[src/rtl/dmaChainPkg.sv]
package dmaChainPkg;

  typedef enum logic [3:0] {
    ST_IDLE, ST_HDR_REQ, ST_HDR_WAIT, ST_DISPATCH, ST_MARK_WR,
    ST_PAY_REQ, ST_PAY_WAIT, ST_PAY_SEND, ST_NEXT,
    ST_CLN_REQ, ST_CLN_WAIT, ST_CLN_WR
  } walkState_t;

  // strobes from control to datapath
  typedef struct packed {
    logic loadStart;
    logic takeHeader;
    logic markDone;
    logic takePayload;
    logic payloadSent;
    logic advance;
    logic loadClean;
    logic takeCleanHdr;
    logic cleanDone;
    logic selPay;
    logic selClean;
  } walkStrobe_t;

  // conditions from datapath to control
  typedef struct packed {
    logic startEnd;
    logic markPend;
    logic lenZero;
    logic lastPayload;
    logic nextEnd;
    logic anyMarked;
    logic lastClean;
  } walkFlags_t;

endpackage

[src/rtl/dmaChainDatapath.sv]
module dmaChainDatapath
  import dmaChainPkg::*;
#(
  parameter int WORD_W     = 32,
  parameter int PTR_W      = 24,
  parameter int MEM_AW     = 21,
  parameter int LEN_W      = 8,
  parameter int COST_W     = 32,
  parameter int LOOP_LIMIT = 8192
) (
  input  logic              clk,
  input  logic              rstN,
  input  walkStrobe_t       str,
  input  logic [WORD_W-1:0] startAddr,
  input  logic [WORD_W-1:0] memRspData,
  output walkFlags_t        flags,
  output logic [MEM_AW-1:0] memReqAddr,
  output logic [WORD_W-1:0] memReqWdata,
  output logic [WORD_W-1:0] cmdData,
  output logic [COST_W-1:0] costOut
);
  localparam int WIDX_W = MEM_AW - 2;
  localparam int NODE_W = $clog2(LOOP_LIMIT + 1) + 2;
  localparam int MARK_W = MEM_AW - 1;
  localparam int NODE_COST = 5;
  localparam logic [WORD_W-1:0] END_BIT = WORD_W'(1) << (PTR_W - 1);

  logic [WIDX_W-1:0] curWord, firstMark, cleanWord, payWord;
  logic [WORD_W-1:0] hdrReg, payData;
  logic [LEN_W-1:0]  payIdx, hdrLen;
  logic [COST_W-1:0] costAcc;
  logic [NODE_W-1:0] nodeIdx;
  logic [MARK_W-1:0] markCnt, cleanLeft;
  logic              markPend;
  logic              unusedBits;

  assign unusedBits = ^{startAddr[WORD_W-1:PTR_W], startAddr[PTR_W-2:MEM_AW], startAddr[1:0]};
  assign hdrLen  = hdrReg[WORD_W-1 -: LEN_W];
  assign payWord = curWord + WIDX_W'(payIdx) + WIDX_W'(1);

  always_ff @(posedge clk or negedge rstN) begin
    if (!rstN) begin
      curWord   <= '0;
      hdrReg    <= '0;
      payData   <= '0;
      payIdx    <= '0;
      costAcc   <= '0;
      nodeIdx   <= '0;
      markCnt   <= '0;
      markPend  <= 1'b0;
      firstMark <= '0;
      cleanWord <= '0;
      cleanLeft <= '0;
    end else begin
      if (str.loadStart) begin
        curWord  <= startAddr[MEM_AW-1:2];
        costAcc  <= '0;
        nodeIdx  <= '0;
        markCnt  <= '0;
        markPend <= 1'b0;
      end
      if (str.takeHeader) begin
        hdrReg   <= memRspData;
        payIdx   <= '0;
        costAcc  <= costAcc + COST_W'(NODE_COST) + COST_W'(memRspData[WORD_W-1 -: LEN_W]);
        markPend <= (nodeIdx >= NODE_W'(LOOP_LIMIT)) && !memRspData[PTR_W-1];
        if (nodeIdx != '1) nodeIdx <= nodeIdx + 1'b1;
      end
      if (str.markDone) begin
        markCnt  <= markCnt + 1'b1;
        markPend <= 1'b0;
        if (markCnt == '0) firstMark <= curWord;
      end
      if (str.takePayload) payData <= memRspData;
      if (str.payloadSent) payIdx <= payIdx + 1'b1;
      if (str.advance) curWord <= hdrReg[MEM_AW-1:2];
      if (str.loadClean) begin
        cleanWord <= firstMark;
        cleanLeft <= markCnt;
      end
      if (str.takeCleanHdr) hdrReg <= memRspData;
      if (str.cleanDone) begin
        cleanWord <= hdrReg[MEM_AW-1:2];
        cleanLeft <= cleanLeft - 1'b1;
      end
    end
  end

  always_comb begin
    if (str.selClean)    memReqAddr = {cleanWord, 2'b00};
    else if (str.selPay) memReqAddr = {payWord, 2'b00};
    else                 memReqAddr = {curWord, 2'b00};
  end

  assign memReqWdata = str.selClean ? (hdrReg & ~END_BIT) : (hdrReg | END_BIT);
  assign cmdData     = payData;
  assign costOut     = costAcc;

  assign flags.startEnd    = startAddr[PTR_W-1];
  assign flags.markPend    = markPend;
  assign flags.lenZero     = (hdrLen == '0);
  assign flags.lastPayload = (({1'b0, payIdx} + 1'b1) == {1'b0, hdrLen});
  assign flags.nextEnd     = hdrReg[PTR_W-1];
  assign flags.anyMarked   = (markCnt != '0);
  assign flags.lastClean   = (cleanLeft == MARK_W'(1));

  AST_COST_GROWS: assert property (@(posedge clk) disable iff (!rstN)
    str.takeHeader |=> costAcc > $past(costAcc)) else $error("cost did not grow");

  AST_MARK_ONCE: assert property (@(posedge clk) disable iff (!rstN)
    str.markDone |=> !markPend) else $error("mark still pending");

endmodule

[src/rtl/dmaChainCtrl.sv]
module dmaChainCtrl
  import dmaChainPkg::*;
(
  input  logic        clk,
  input  logic        rstN,
  input  logic        startPulse,
  input  walkFlags_t  flags,
  input  logic        memReqReady,
  input  logic        memRspValid,
  input  logic        cmdReady,
  output walkStrobe_t str,
  output logic        busy,
  output logic        done,
  output logic        memReqValid,
  output logic        memReqWrite,
  output logic        cmdValid
);
  walkState_t state, nxt;
  logic finish;

  always_ff @(posedge clk or negedge rstN) begin
    if (!rstN) begin
      state <= ST_IDLE;
      done  <= 1'b0;
    end else begin
      state <= nxt;
      done  <= finish;
    end
  end

  always_comb begin
    nxt         = state;
    str         = '0;
    finish      = 1'b0;
    memReqValid = 1'b0;
    memReqWrite = 1'b0;
    cmdValid    = 1'b0;
    case (state)
      ST_IDLE: if (startPulse) begin
        str.loadStart = 1'b1;
        if (flags.startEnd) finish = 1'b1;
        else                nxt = ST_HDR_REQ;
      end
      ST_HDR_REQ: begin
        memReqValid = 1'b1;
        if (memReqReady) nxt = ST_HDR_WAIT;
      end
      ST_HDR_WAIT: if (memRspValid) begin
        str.takeHeader = 1'b1;
        nxt = ST_DISPATCH;
      end
      ST_DISPATCH: begin
        if (flags.markPend)     nxt = ST_MARK_WR;
        else if (flags.lenZero) nxt = ST_NEXT;
        else                    nxt = ST_PAY_REQ;
      end
      ST_MARK_WR: begin
        memReqValid = 1'b1;
        memReqWrite = 1'b1;
        if (memReqReady) begin
          str.markDone = 1'b1;
          nxt = flags.lenZero ? ST_NEXT : ST_PAY_REQ;
        end
      end
      ST_PAY_REQ: begin
        str.selPay  = 1'b1;
        memReqValid = 1'b1;
        if (memReqReady) nxt = ST_PAY_WAIT;
      end
      ST_PAY_WAIT: if (memRspValid) begin
        str.takePayload = 1'b1;
        nxt = ST_PAY_SEND;
      end
      ST_PAY_SEND: begin
        cmdValid = 1'b1;
        if (cmdReady) begin
          str.payloadSent = 1'b1;
          nxt = flags.lastPayload ? ST_NEXT : ST_PAY_REQ;
        end
      end
      ST_NEXT: begin
        str.advance = 1'b1;
        if (!flags.nextEnd) nxt = ST_HDR_REQ;
        else if (flags.anyMarked) begin
          str.loadClean = 1'b1;
          nxt = ST_CLN_REQ;
        end else begin
          finish = 1'b1;
          nxt = ST_IDLE;
        end
      end
      ST_CLN_REQ: begin
        str.selClean = 1'b1;
        memReqValid  = 1'b1;
        if (memReqReady) nxt = ST_CLN_WAIT;
      end
      ST_CLN_WAIT: if (memRspValid) begin
        str.takeCleanHdr = 1'b1;
        nxt = ST_CLN_WR;
      end
      ST_CLN_WR: begin
        str.selClean = 1'b1;
        memReqValid  = 1'b1;
        memReqWrite  = 1'b1;
        if (memReqReady) begin
          str.cleanDone = 1'b1;
          if (flags.lastClean) begin
            finish = 1'b1;
            nxt = ST_IDLE;
          end else nxt = ST_CLN_REQ;
        end
      end
      default: nxt = ST_IDLE;
    endcase
  end

  assign busy = (state != ST_IDLE);

  AST_DONE_NOT_BUSY: assert property (@(posedge clk) disable iff (!rstN)
    done |-> !busy) else $error("done while busy");

  AST_IDLE_QUIET: assert property (@(posedge clk) disable iff (!rstN)
    !busy |-> !memReqValid && !cmdValid) else $error("traffic while idle");

  AST_REQ_HOLD: assert property (@(posedge clk) disable iff (!rstN)
    memReqValid && !memReqReady |=> memReqValid) else $error("request dropped");

  AST_CMD_HOLD: assert property (@(posedge clk) disable iff (!rstN)
    cmdValid && !cmdReady |=> cmdValid) else $error("command dropped");

endmodule

[src/rtl/dmaChainWalker.sv]
module dmaChainWalker
  import dmaChainPkg::*;
#(
  parameter int WORD_W     = 32,
  parameter int PTR_W      = 24,
  parameter int MEM_AW     = 21,
  parameter int LEN_W      = 8,
  parameter int COST_W     = 32,
  parameter int LOOP_LIMIT = 8192
) (
  input  logic              clk,
  input  logic              rstN,
  input  logic              startPulse,
  input  logic [WORD_W-1:0] startAddr,
  output logic              busy,
  output logic              done,
  output logic [COST_W-1:0] costOut,
  output logic              memReqValid,
  input  logic              memReqReady,
  output logic              memReqWrite,
  output logic [MEM_AW-1:0] memReqAddr,
  output logic [WORD_W-1:0] memReqWdata,
  input  logic              memRspValid,
  input  logic [WORD_W-1:0] memRspData,
  output logic              cmdValid,
  input  logic              cmdReady,
  output logic [WORD_W-1:0] cmdData
);
  walkStrobe_t str;
  walkFlags_t  flags;

  dmaChainCtrl u_ctrl (
    .clk(clk), .rstN(rstN), .startPulse(startPulse), .flags(flags),
    .memReqReady(memReqReady), .memRspValid(memRspValid), .cmdReady(cmdReady),
    .str(str), .busy(busy), .done(done), .memReqValid(memReqValid),
    .memReqWrite(memReqWrite), .cmdValid(cmdValid)
  );

  dmaChainDatapath #(
    .WORD_W(WORD_W), .PTR_W(PTR_W), .MEM_AW(MEM_AW), .LEN_W(LEN_W),
    .COST_W(COST_W), .LOOP_LIMIT(LOOP_LIMIT)
  ) u_dp (
    .clk(clk), .rstN(rstN), .str(str), .startAddr(startAddr),
    .memRspData(memRspData), .flags(flags), .memReqAddr(memReqAddr),
    .memReqWdata(memReqWdata), .cmdData(cmdData), .costOut(costOut)
  );

  AST_REQ_STABLE: assert property (@(posedge clk) disable iff (!rstN)
    memReqValid && !memReqReady |=> $stable(memReqAddr) && $stable(memReqWrite) && $stable(memReqWdata))
    else $error("request changed while stalled");

  AST_CMD_STABLE: assert property (@(posedge clk) disable iff (!rstN)
    cmdValid && !cmdReady |=> $stable(cmdData)) else $error("command data changed");

endmodule

[config.mk]
export PLATFORM = sky130hd
export DESIGN_NAME = dmaChainWalker
export DESIGN_NICKNAME = d
export VERILOG_FILES = /design/src/rtl/dmaChainPkg.sv /design/src/rtl/dmaChainDatapath.sv /design/src/rtl/dmaChainCtrl.sv /design/src/rtl/dmaChainWalker.sv
export SDC_FILE = /design/constraint.sdc
export NUM_CORES = 1
export LEC_CHECK = 0
export BUFFER_PORTS_ARGS = -buffer_cell sky130_fd_sc_hd__buf_2
export CORE_ASPECT_RATIO = 1.75
export CORE_MARGIN = 2
export CORE_UTILIZATION = 46
export DETAILED_ROUTE_END_ITERATION = 6
export HOLD_SLACK_MARGIN = 0.1
export PLACE_DENSITY = 0.75
export REMOVE_ABC_BUFFERS = 1
export SKIP_CTS_REPAIR_TIMING = 1
export SYNTH_ARGS = -nofsm -noshare
export SYNTH_HDL_FRONTEND = slang
export SYNTH_SLANG_ARGS = --single-unit
[constraint.sdc]
create_clock -name clk -period 3.2 [get_ports clk]
set_clock_uncertainty 0.1 [all_clocks]
set_input_delay 0.32 -clock clk [delete_from_list [all_inputs] [get_ports clk]]
set_output_delay 0.32 -clock clk [all_outputs]
set_load 0.03 [all_outputs]
==> impl_metrics.json, run 1 <==
{
  "grt_pass1_wl_mm": 51.4,
  "synthCells": 1168,
  "grt_max_degree": 97,
  "critPathKind": "flip-flop to primary output",
  "fin_nets": 1505,
  "core_um2": 25200,
  "tightest_slew_ns": 0.806,
  "clk_latency_ns": 0.52,
  "dp_hpwl_mm": 22.6,
  "max-cap-violations": 0,
  "avgSynthCellArea_um2": 10.1,
  "clockBufferDepth": 3,
  "yosys.area_share.simple_pct": 17.3,
  "final_util_pct": 57.9,
  "place_congestion": 0.895,
  "detail-route-antenna-nets": 0,
  "required_ns": 2.78,
  "yosysTopAreaCell": "dfrtp_1",
  "synth_top_family_by_area": "simple AND/OR/NAND/NOR gates",
  "wl_mm": 33.4,
  "ys_top_cells_by_count": "dfrtp_1, nand2_1, o21ai_0",
  "io_buffers": 177,
  "power-per-cell-area_nw_per_um2": 899,
  "drc": 0,
  "drt-pass1-iter-count": 7,
  "io_pins": 192,
  "fp.dieH_um": 216,
  "status": "finished, violations left",
  "tritoncts": "yes",
  "finalCritPeriodShare_pct": 100,
  "synth_most_common_cell": "dfrtp_1",
  "synth_edf_count": 0,
  "cts_root_buf": "clkbuf_16",
  "hp-class": "primary input to flip-flop",
  "critPathMaxFanout": 2,
  "rows": 77,
  "track_usage_pct": 23.2,
  "fin_area_um2": 14600,
  "synthAdderAreaFrac_pct": 3.61,
  "dieArea_um2": 27100,
  "end_kind": "primary output",
  "synth_mux_area_share_pct": 10.6,
  "wl_per_cell_um": 19.3,
  "viasPerCell": 5.85,
  "ir_drop_v": 0.000660,
  "drive_above_1_share_pct": 27.6,
  "syn_area_um2": 11800,
  "ys_types": 83,
  "setup_viol": 1,
  "yosysTopAreaCellShare_pct": 47.1,
  "dr_total_vias": 10100,
  "critPathArrivalTime_ns": 2.79,
  "ys_seq_area_share_pct": 47.1,
  "leakage_nw": 6.73,
  "cts_max_level": 1,
  "antenna_found_initial": 1,
  "async_flop_share_pct": 100,
  "multiInputGateArea_um2": 6010,
  "start_util_pct": 46.9,
  "hold_depth": 3,
  "die_w_um": 125,
  "synth_seq_cells": 223,
  "grt_pass1_vias": 10100,
  "slew-limit-headroom_pct": 46.3,
  "place_area_um2": 13100,
  "drv_slew": 0,
  "overflow": 0,
  "reg2reg_depth": 8,
  "syn_to_final_growth_pct": 23.4,
  "finalCriticalPeriod_ns": 3.21,
  "dominantRegCellSynth": "dfrtp_1",
  "nFillCells": 2092,
  "synth_compound_area_share_pct": 14.9,
  "seq_area_um2": 5590,
  "synth_xor_area_share_pct": 2.96,
  "clock-sinks": 223,
  "fmax_mhz": 311,
  "cts.clk_slew.worst_paths_ns": 0.07,
  "yosys_warnings": 0,
  "hold_violations": 0,
  "cp-start-kind": "flip-flop",
  "synth.area.top_cells": "dfrtp_1, mux2_2, nand2_1",
  "drt-initial-drc-count": 596,
  "rsz0062_at_grt": "true",
  "cts_made_buffers": 23,
  "violations": "negative setup slack",
  "layout_setup_ws_ns": -0.0117
}
-- worst max-delay path, stage by stage (launching register included) --
cell	delay (ns)
dfrtp_1	0.39
inv_2	0.09
ha_4	0.14
inv_2	0.04
fa_2	0.38
a21o_1	0.21
a21oi_4	0.19
buf_6	0.14
o21ai_2	0.05
o21ai_1	0.13
xor2_1	0.19
o21ai_1	0.11
buf_4	0.19
-- routing by layer --
layer  part of all wire (%)  up-vias  GRT usage [%]
met5                      0        -              0
met4                    5.9        0           14.0
met3                    4.5      115           3.04
met2                     53      347           42.1
met1                     36     4971           25.6
li1                       -     4699              -
-- power breakdown --
group          leakage [nW]  internal [mW]  total (mW)  switching, mW
sequential             2.88           3.79        4.74          0.949
clock                 0.357           1.52        2.64           1.13
combinational          3.49           2.21        5.75           3.54
total                  6.73           7.52        13.1           5.62
-- registers in the layout, summed over array words and instances, names as in the netlist --
register	cells
u_ctrl.done	1
u_ctrl.state	4
u_dp.cleanLeft	20
u_dp.cleanWord	19
u_dp.cmdData	32
u_dp.costOut	32
u_dp.curWord	19
u_dp.firstMark	19
u_dp.hdrReg	32
u_dp.markCnt	20
u_dp.markPend	1
u_dp.nodeIdx	16
u_dp.payIdx	8
-- cell families after synthesis --
logic type | after synthesis
and+or+nand+nor | 407
AOI/OAI and AO/OA | 266
DFF | 223
muxes | 109
buffers and inverters | 89
xor gates and xnor gates | 40
adders and majority gates | 33
other | 1
-- per-stage QoR --
stage               hold slack [ns]  TNS (ns)  instances  setup slack, ns  total power [mW]
global placement              0.299         0       1635            0.224              9.97
global route                  0.108    -0.542       1732          -0.0826              13.9
finish                       0.0880   -0.0117       1732          -0.0117              13.1
CTS                          -0.249     -3.01       1673           -0.422              12.8
floorplan                   -0.0756  -0.00175       1108         -0.00175              8.33
detailed placement            0.305         0       1635            0.170              10.1
-- layout make-up --
cell class | instances | area share [%]
tap | 316 | 2.71
sequential | 223 | 38.2
clock buffer | 33 | 4.54
inverter | 28 | 0.719
antenna | 1 | 0.0171
timing repair buffer | 269 | 12.3
multi-input combinational | 857 | 41.1
clock inverter | 5 | 0.385
-- final timing paths --
path	startpoint	slack, ns	to
worst max-delay path	u_dp.curWord[0]	-0.01	memReqAddr[8]
worst min-delay path	startAddr[20]	0.09	u_dp.curWord[18]
worst max register to register	u_dp.costOut[7]	0.29	u_dp.costOut[30]
worst min register to register	u_dp.costOut[31]	0.38	u_dp.costOut[31]
max in group asynchronous	rstN	1.81	u_dp.cleanLeft[14]
min in group asynchronous	rstN	0.29	u_dp.costOut[17]
-- cells in the final DEF, fill, tap and decap left out, drive strengths merged, types with 4 or more instances in the layout --
cell type,count
nand2,142
and2,9
nand3,44
a21o,8
xor2,28
or4,7
mux2i,29
and3,21
clkbuf,34
buf,216
inv,29
dlygate4sd3,52
a31oi,8
nor3b,5
nor4b,4
mux2,80
o41ai,4
and4,5
or2,8
nor2b,9
nor4,8
nor2,87
o211ai,29
nand2b,7
o311ai,8
a21oi,23
xnor2,12
ha,31
nor3,22
o22ai,22
a22oi,7
nand4,20
o21ai,95
o21a,7
dfrtp,223
o31ai,27
Note: power is estimated with default switching activity, not from simulation.
==> run 2, diff against run 1 <==
- ABC_AREA: default -> 1
- CORE_MARGIN: 2 -> 3
==> impl_metrics.json, run 2 <==
{
  "cts_made_buffers": 22,
  "cts_max_level": 1,
  "clock-sinks": 223,
  "min_to": "u_dp.curWord[2]",
  "layout_setup_ws_ns": 0.139,
  "status": "completed",
  "dominantRegCellSynth": "dfrtp_1",
  "critPathBufInv": 3,
  "tns_ns": 0,
  "cts.clk_slew.worst_paths_ns": 0.06,
  "drt-pass1-iter-count": 5,
  "ys_types": 58,
  "synth_edf_count": 0,
  "max-cap-violations": 0,
  "drive_above_1_share_pct": 16.8,
  "overflow": 0,
  "place_congestion": 0.887,
  "dr_total_vias": 11700,
  "crit_chain": "inv_4, ha_4, inv_2, fa_2, nand3_2, or2_4, nand3_2, nand2_2, nand2_4, nand2_4, or2_0, a31oi_1, buf_4",
  "critPathKind": "flip-flop to primary output",
  "crit_slowest_cell": "dfrtp_2",
  "synth_top_family_by_area": "simple AND/OR/NAND/NOR gates",
  "detail-route-antenna-nets": 0,
  "power-per-cell-area_nw_per_um2": 896,
  "critPathMaxFanout": 5,
  "io_buffers": 177,
  "wl_per_cell_um": 16.4,
  "hold_violations": 0,
  "slew-limit-headroom_pct": 41.0,
  "dp_cells": 2043,
  "grt_max_degree": 108,
  "tritoncts": "yes",
  "drv_slew": 0,
  "detailedPlace.worstSlack_ns": 0.321,
  "synth_seq_cells": 223,
  "dieArea_um2": 28700,
  "final_cell_mix": "nand2_1, dfrtp_1, inv_1, buf_2, nor2_1",
  "synthAdderAreaFrac_pct": 3.50,
  "reg2reg_to": "u_dp.costOut[17]",
  "dp_hpwl_mm": 24.6,
  "required_ns": 2.78,
  "grt_pass1_vias": 11500,
  "yosys_warnings": 0,
  "start_util_pct": 47.0,
  "synth_compound_area_share_pct": 14.0,
  "hold_depth": 3,
  "tightest_slew_ns": 0.883,
  "io_pins": 192,
  "layout_commonest_cell": "nand2_1",
  "critPathTopFamily": "simple AND/OR/NAND/NOR gates",
  "ir_drop_v": 0.000512,
  "grt_pass1_wl_mm": 55.1,
  "cp-start-kind": "flip-flop",
  "core_um2": 26100,
  "antenna_found_initial": 2,
  "leakage_nw": 7.30,
  "rows": 78,
  "ys_seq_area_share_pct": 45.6,
  "synth_most_common_cell": "nand2_1",
  "ys_top_cells_by_count": "nand2_1, dfrtp_1, inv_1",
  "finalCritPeriodShare_pct": 95.6,
  "clockBufferDepth": 3,
  "synth_mux_area_share_pct": 1.26,
  "hp-class": "primary input to flip-flop",
  "critPathArrivalTime_ns": 2.64,
  "fmax_mhz": 327,
  "fin_nets": 1906,
  "avgSynthCellArea_um2": 7.78,
  "setup_viol": 0,
  "rr_startpoint": "u_dp.costOut[1]",
  "track_usage_pct": 23.4,
  "final_cells": 2139,
  "rrSetupSlack_ns": 0.34,
  "slowest_delay_ns": 0.42,
  "drc": 0,
  "holdWs_ns": 0.0629,
  "cts_root_buf": "clkbuf_16",
  "syn_area_um2": 12200,
  "fin_total_pwr_mw": 13.3,
  "wl_mm": 35.0,
  "drt-initial-drc-count": 694,
  "min_from": "startAddr[4]",
  "die_w_um": 129,
  "yosys.area_share.simple_pct": 26.2,
  "synthCells": 1572,
  "reg2reg_depth": 11,
  "end_kind": "primary output",
  "synth.area.top_cells": "dfrtp_1, nand2_1, o21ai_0",
  "async_flop_share_pct": 100,
  "synth_xor_area_share_pct": 1.29,
  "finalCriticalPeriod_ns": 3.06,
  "yosysTopAreaCellShare_pct": 45.6,
  "yosysTopAreaCell": "dfrtp_1",
  "clk_latency_ns": 0.52,
  "syn_to_final_growth_pct": 21.6,
  "viasPerCell": 5.46,
  "fp.dieH_um": 222
}
-- run 2: changes by cell type after synthesis, sizes merged, moves of 15 or more --
cell / before / now
inv: 28 / 190
nor2: 87 / 179
a21oi: 23 / 47
o21ai: 95 / 166
mux2: 80 / 11
nand2: 142 / 359
and3: 21 / 2
nand3: 44 / 97
xor2: 28 / 13
o211ai: 29 / 8
mux2i: 29 / 3
o31ai: 27 / 2
nor3: 22 / 59
-- run 2: final cells by class --
cell class                      count  area [um2]
Antenna cell                        1        2.50
Clock buffer                       33         653
Sequential cell                   223        5580
Inverter                          191         719
Timing Repair Buffer              259        1680
Tap cell                          320         400
Clock inverter                      6        80.1
Fill cell                        2242       11200
Multi-Input combinational cell   1106        5760
-- run 2: worst max-delay path by stage --
stage / startpoint / endpoint / slack (ns) / depth (start not counted)
floorplan: u_ctrl.state[2] / memReqAddr[10] / 0.25 / 5
global placement: u_dp.payIdx[0] / memReqAddr[10] / 0.35 / 13
global route: u_dp.curWord[4] / memReqAddr[11] / -0.03 / 12
finish: u_dp.payIdx[0] / memReqAddr[10] / 0.14 / 13
CTS: u_dp.payIdx[0] / memReqAddr[10] / -0.25 / 13
detailed placement: u_dp.payIdx[0] / memReqAddr[10] / 0.32 / 13
-- run 2: layer usage --
metal  routed length (um)  share of wire (%)  GRT usage (%)
met1                13300                 38           26.5
met2                18200                 52           42.4
met3                 2010                5.7           3.28
met4                 1470                4.2           11.0
met5                   13              0.037              0
-- run 2: metrics by stage --
step,area (um2),utilization (%)
finish,14900,57.1
global route,14900,57.1
CTS,14200,54.6
detailed placement,13500,51.8
global placement,13500,51.8
floorplan,12000,-
-- run 2: power breakdown --
part | internal [mW] | switching (mW)
Sequential | 3.80 | 0.911
Combinational | 1.98 | 3.97
Clock | 1.57 | 1.12
-- run 2: kinds of logic (layout without fill, tap and decap cells) --
kind of cell / Yosys count / in the layout
muxes: 14 / 14
buffers and inverters: 244 / 489
xor gates and xnor gates: 18 / 18
adders and majority gates: 33 / 33
and+or+nand+nor: 738 / 738
AOI/OAI and AO/OA: 301 / 301
other: 1 / 3
DFF: 223 / 223
-- run 2: worst reg2reg max path, stage by stage (launching register included) --
cell and delay [ns]:
dfrtp_1 0.40, ha_1 0.30, ha_1 0.25, fa_1 0.43
nand3_1 0.10, nand2_1 0.09, a21boi_0 0.44, o21ai_2 0.24
a21oi_1 0.18, nor2_1 0.06, o21ai_0 0.08, nand2_1 0.08
